$ cat config.mk
export PLATFORM = sky130hd
export DESIGN_NAME = pll_rate_calc
export DESIGN_NICKNAME = d
export VERILOG_FILES = /design/src/rtl/pll_rate_calc.sv
export SDC_FILE = /design/constraint.sdc
export NUM_CORES = 1
export LEC_CHECK = 0
export BUFFER_PORTS_ARGS = -buffer_cell sky130_fd_sc_hd__buf_2
export CAP_MARGIN = 5
export CORE_AREA = 8 8 349 351
export CTS_CLUSTER_SIZE = 28
export DETAILED_ROUTE_END_ITERATION = 6
export DIE_AREA = 0 0 357 359
export SETUP_SLACK_MARGIN = 0.5
export SLEW_MARGIN = 30
export SYNTH_ARGS = -nofsm -noshare
export SYNTH_HDL_FRONTEND = slang
export SYNTH_SLANG_ARGS = --single-unit
$ cat constraint.sdc
create_clock -name clk -period 5.9 [get_ports clk]
set_input_delay 1.18 -clock clk [delete_from_list [all_inputs] [get_ports clk]]
set_output_delay 1.18 -clock clk [all_outputs]
set_load 0.02 [all_outputs]
$ cat src/rtl/pll_rate_calc.sv
module pll_rate_calc #(
  parameter int PAR_W   = 32,
  parameter int IN_W    = 32,
  parameter int L_W     = 10,
  parameter int MN_W    = 19,
  parameter int RATE_W  = 64,
  parameter int PDIV_W  = 3,
  parameter bit PDIV_ON = 1'b1,
  parameter int TBL_N   = 4,
  parameter logic [TBL_N-1:0][RATE_W-1:0] FREQ_TBL =
    {64'd0, 64'd1_200_000_000, 64'd800_000_000, 64'd384_000_000}
) (
  input  logic              clk,
  input  logic              rst_n,
  input  logic              start,
  input  logic [PAR_W-1:0]  parent_hz,
  input  logic [IN_W-1:0]   l_in,
  input  logic [IN_W-1:0]   m_in,
  input  logic [IN_W-1:0]   n_in,
  input  logic [PDIV_W-1:0] pdiv,
  input  logic [RATE_W-1:0] req_hz,
  output logic              busy,
  output logic              valid,
  output logic              hit,
  output logic [RATE_W-1:0] rate_hz,
  output logic [RATE_W-1:0] pick_hz
);

  localparam int CNT_W = $clog2(RATE_W) + 1;

  typedef enum logic [2:0] {S_IDLE, S_MUL, S_DIV1, S_DIV2, S_FIN} st_t;

  st_t               st;
  logic [CNT_W-1:0]  cnt;
  logic [RATE_W-1:0] mcand, q, acc_l, rem, dvs, req_q;
  logic [MN_W-1:0]   mbits, lbits, nreg;
  logic [PDIV_W-1:0] pdq;
  logic [RATE_W-1:0] pdiv_dvs;

  logic              unused_hi;
  assign unused_hi = ^{l_in[IN_W-1:L_W], m_in[IN_W-1:MN_W], n_in[IN_W-1:MN_W]};

  generate
    if (PDIV_ON) begin : g_pdiv
      assign pdiv_dvs = RATE_W'(pdq) + RATE_W'(1);
    end else begin : g_nopdiv
      logic unused_pd;
      assign unused_pd = ^pdq;
      assign pdiv_dvs  = RATE_W'(1);
    end
  endgenerate

  logic [RATE_W:0]   rem_sh, sub;
  logic              ge;
  logic [RATE_W-1:0] rem_nx, q_nx;
  assign rem_sh = {rem, q[RATE_W-1]};
  assign sub    = rem_sh - {1'b0, dvs};
  assign ge     = ~sub[RATE_W];
  assign rem_nx = ge ? sub[RATE_W-1:0] : rem_sh[RATE_W-1:0];
  assign q_nx   = {q[RATE_W-2:0], ge};

  logic              hit_c, stop_c;
  logic [RATE_W-1:0] pick_c;
  always_comb begin
    hit_c  = 1'b0;
    stop_c = 1'b0;
    pick_c = rate_hz;
    for (int i = 0; i < TBL_N; i++) begin
      if (!stop_c) begin
        if (FREQ_TBL[i] == '0) begin
          stop_c = 1'b1;
        end else if (req_q <= FREQ_TBL[i]) begin
          stop_c = 1'b1;
          hit_c  = 1'b1;
          pick_c = FREQ_TBL[i];
        end
      end
    end
  end

  assign busy = (st != S_IDLE);

  always_ff @(posedge clk or negedge rst_n) begin
    if (!rst_n) begin
      st      <= S_IDLE;
      cnt     <= '0;
      mcand   <= '0;
      q       <= '0;
      acc_l   <= '0;
      rem     <= '0;
      dvs     <= '0;
      req_q   <= '0;
      mbits   <= '0;
      lbits   <= '0;
      nreg    <= '0;
      pdq     <= '0;
      valid   <= 1'b0;
      hit     <= 1'b0;
      rate_hz <= '0;
      pick_hz <= '0;
    end else begin
      valid <= 1'b0;
      case (st)
        S_IDLE: if (start) begin
          st    <= S_MUL;
          cnt   <= '0;
          mcand <= RATE_W'(parent_hz);
          q     <= '0;
          acc_l <= '0;
          mbits <= m_in[MN_W-1:0];
          lbits <= MN_W'(l_in[L_W-1:0]);
          nreg  <= n_in[MN_W-1:0];
          pdq   <= pdiv;
          req_q <= req_hz;
        end
        S_MUL: begin
          if (mbits[0]) q     <= q + mcand;
          if (lbits[0]) acc_l <= acc_l + mcand;
          mcand <= mcand << 1;
          mbits <= mbits >> 1;
          lbits <= lbits >> 1;
          cnt   <= cnt + 1'b1;
          if (cnt == CNT_W'(MN_W - 1)) begin
            st  <= S_DIV1;
            cnt <= '0;
            rem <= '0;
            dvs <= RATE_W'(nreg);
          end
        end
        S_DIV1: begin
          rem <= rem_nx;
          q   <= q_nx;
          cnt <= cnt + 1'b1;
          if (cnt == CNT_W'(RATE_W - 1)) begin
            st  <= S_DIV2;
            cnt <= '0;
            rem <= '0;
            dvs <= pdiv_dvs;
            q   <= acc_l + ((nreg == '0) ? '0 : q_nx);
          end
        end
        S_DIV2: begin
          rem <= rem_nx;
          q   <= q_nx;
          cnt <= cnt + 1'b1;
          if (cnt == CNT_W'(RATE_W - 1)) begin
            st      <= S_FIN;
            rate_hz <= q_nx;
          end
        end
        S_FIN: begin
          st      <= S_IDLE;
          valid   <= 1'b1;
          hit     <= hit_c;
          pick_hz <= pick_c;
        end
        default: st <= S_IDLE;
      endcase
    end
  end

endmodule

==> impl_metrics.tcl <==
set metrics [dict create \
    critical_path_required_ns 6.41 \
    synth_area_sq_mm 0.0346 \
    outcome "finished, final reports clean" \
    maxCapViolations 0 \
    dieArea_sq_mm 0.128 \
    path_class "register to register" \
    holdPathEnd "req_q[3]" \
    worstSetupStartpointType "register" \
    rrSetupSlack_ns 0.63 \
    htreeDepth 3 \
    yosysTopAreaCell "dfrtp_1" \
    path_max_fanout 5 \
    gr-total-overflow 0 \
    first_iter_violations 2841 \
    slew_headroom 0.361 \
    finalSetupTns_ns 0 \
    r2r_end "q[58]" \
    drc 0 \
    synth_cells 4053 \
    cts_inserted_buffers 66 \
    drt_wl_total_mm 118 \
    grt_use_met1 0.245 \
    hp-start "req_q[3]" \
    min_path_type "register to register" \
    clk_pin_slew_ns 0.06 \
    synth_top_cell_area_share 0.383 \
    fin_skew_ns 0.0267 \
    fmax_ghz 0.190 \
    vdd_drop_max_v 0.000272 \
    avgSynthCellArea_sq_um 8.54 \
    die_w_um 357 \
    hold_slack_ns 0.464 \
    ctsRootBufferMaster "clkbuf_16" \
    synth_fp_nets 4466 \
    grt_util_all_layers 0.177 \
    tightest_slew_ns 0.955 \
    nets 4647 \
    firstDrtPassIters 6 \
    cts_sinks 530 \
    critPathCaptureType "register" \
    layout_min_cycle_time_ns 5.27 \
    ios 329 \
    post_synth_num_cell_types 94 \
    gp_congestion 0.940 \
    antenna_found_initial 4 \
    p_leak_nw 19.6 \
    holdPathStages 2 \
    cp_top_family "compound AO/OA/AOI/OAI gates" \
    ys_ff_latch 530 \
    synth-edff-count 0 \
    grt_pass1_wl_mm 183 \
    synth_area_leaders "dfrtp_1 (38%), nand2_1 (8.8%), ha_1 (7.6%)" \
    dp.final_hpwl_mm 87.8 \
    crit_arrival_ns 5.77 \
    die_h_um 359 \
    yosysSeqAreaShare 0.383 \
    fp-row-count 126 \
    cpPeakStageDelay_ns 0.38 \
    grt_max_degree 140 \
    drv_slew 0 \
    grt_pass1_vias 30547 \
    clk_latency_ns 0.63 \
    critPathBufInv 4 \
    clock_tree.buffer_depth 3 \
    ant_nets 0 \
    vias 31424 \
    cpMaxStageDelayCell "dfrtp_1" \
    area_growth_syn_to_layout_pct 16.5 \
    utilization 0.346 \
    power.density_mw_per_mm2 538 \
    via_per_inst 5.39 \
    gr-max-usage-layer "met2" \
    r2r_start "q[63]" \
    ys.flop_type "dfrtp_1" \
    wl_per_cell_um 20.2 \
    rr_worst_depth 27 \
    cts_hold_buf 0 \
    crit_start "q[63]" \
    finalHoldViolations 0 \
    drive_above_1_share 0.143 \
    start_util 0.297 \
    finalSetupViolations 0 \
    portBuffers 280 \
    core_sq_mm 0.117 \
    period_share 0.893 \
    rsz0062_at_grt "yes" \
    synth-warning-count 0 \
    synth-async-reset-ratio 1.00 \
    cts_tree "yes" \
    use_met3 0.0270 \
    grtUsageMet2 0.284 \
]
## cells in the final DEF (no fill, tap or decap), drive strengths merged, types with 27 or more instances in the layout
master  instances
xnor2         136
clkbuf         92
ha            211
nor4           33
a222oi         31
o21bai         36
xor2           99
dfrtp         530
a22oi          77
mux2           62
inv            88
o21ai         337
nor3           50
nor2b          86
and3           27
a31oi          28
a21oi         271
nand2         810
o21a           30
nor2          195
nand3         107
a22o           60
buf           344
nand4          61
a21o          142
## layout make-up
class / count / area, sq um
Antenna cell: 4 / 10.0
Clock buffer: 92 / 1900
Clock inverter: 29 / 430
Fill cell: 12046 / 76300
Inverter: 82 / 308
Multi-Input combinational cell: 3210 / 20600
Sequential cell: 530 / 13300
Tap cell: 1536 / 1920
Timing Repair Buffer: 344 / 1950
## timing repair
| action | 4_1_cts | 5_1_grt |
|---|---|---|
| setup endpoints to repair | 18 | 36 |
| resized for setup | 16 | 41 |
| pin swaps | 8 | 36 |
| cloned | 0 | 0 |
| setup buffers | 3 | 13 |
## layer usage
layer / routed length [um] / vias up
li1: - / 14988
met1: 54100 / 15333
met5: 12 / -
met3: 6930 / 175
met2: 53700 / 926
met4: 3220 / 2
## Yosys cell counts (31+ instances only)
library cell    n
nand2_1       810
dfrtp_1       530
o21ai_0       288
a21oi_1       270
ha_1          211
clkbuf_1      196
nor2_1        195
a21o_1        141
xnor2_1       136
nand3_1       107
xor2_1         99
nor2b_1        86
inv_1          82
a22oi_1        76
mux2_2         62
a22o_1         60
nand4_1        60
nor3_1         49
o21ai_1        48
o21bai_1       36
a222oi_1       31
nor4_1         31
## state kept, by name, summed over array words and instances (netlist names), 3 cells and up
register and cells:
nreg 19, q 64, mbits 19, dvs 19, rate_hz 64, rem 64
req_q 64, lbits 10, pdq 3, acc_l 64, pick_hz 64, st 3
mcand 64, cnt 7
## metrics by stage
stage	worst slack [ns]	std cells	instance area [sq um]	power (W)
after global routing	0.375	5825	40400	0.0233
final	0.634	5827	40400	0.0217
after floorplan	0.565	4053	34600	0.0138
after detailed placement	0.137	5685	37600	0.0168
after CTS	0.458	5809	40000	0.0214
after global placement	0.0921	5685	37600	0.0167
## report_power, final
group	switching, W	total, W	internal, W
Clock	0.00173	0.00441	0.00267
Sequential	0.00147	0.00618	0.00471
Combinational	0.00682	0.0111	0.00430
## kinds of logic (layout without fill, tap and decap cells)
family | Yosys count | count (layout) | synth area share
flip-flops | 530 | 530 | 0.383
other | 0 | 4 | 0
multiplexers | 68 | 68 | 0.0219
XOR/XNOR | 235 | 235 | 0.0594
AND/OR/NAND/NOR | 1484 | 1484 | 0.194
buffers and inverters | 313 | 547 | 0.0350
adder cells (fa/ha/maj) | 215 | 215 | 0.0785
AO/OA/AOI/OAI | 1208 | 1208 | 0.228
## worst min-delay path: cells and delay by family (launching register included)
kind          cells  cell delay, ns
flops             1            0.33
simple gates      2            0.10
## worst max-delay path by stage
| stage | slack, ns | depth (start not counted) | to |
|---|---|---|---|
| finish | 0.63 | 27 | q[58] |
| global route | 0.38 | 27 | q[46] |
| CTS | 0.46 | 26 | q[59] |
| detailed placement | 0.14 | 26 | q[59] |
| global placement | 0.09 | 27 | q[58] |
| floorplan | 0.56 | 28 | q[58] |
No activity file was read; power rests on OpenSTA's default activity.
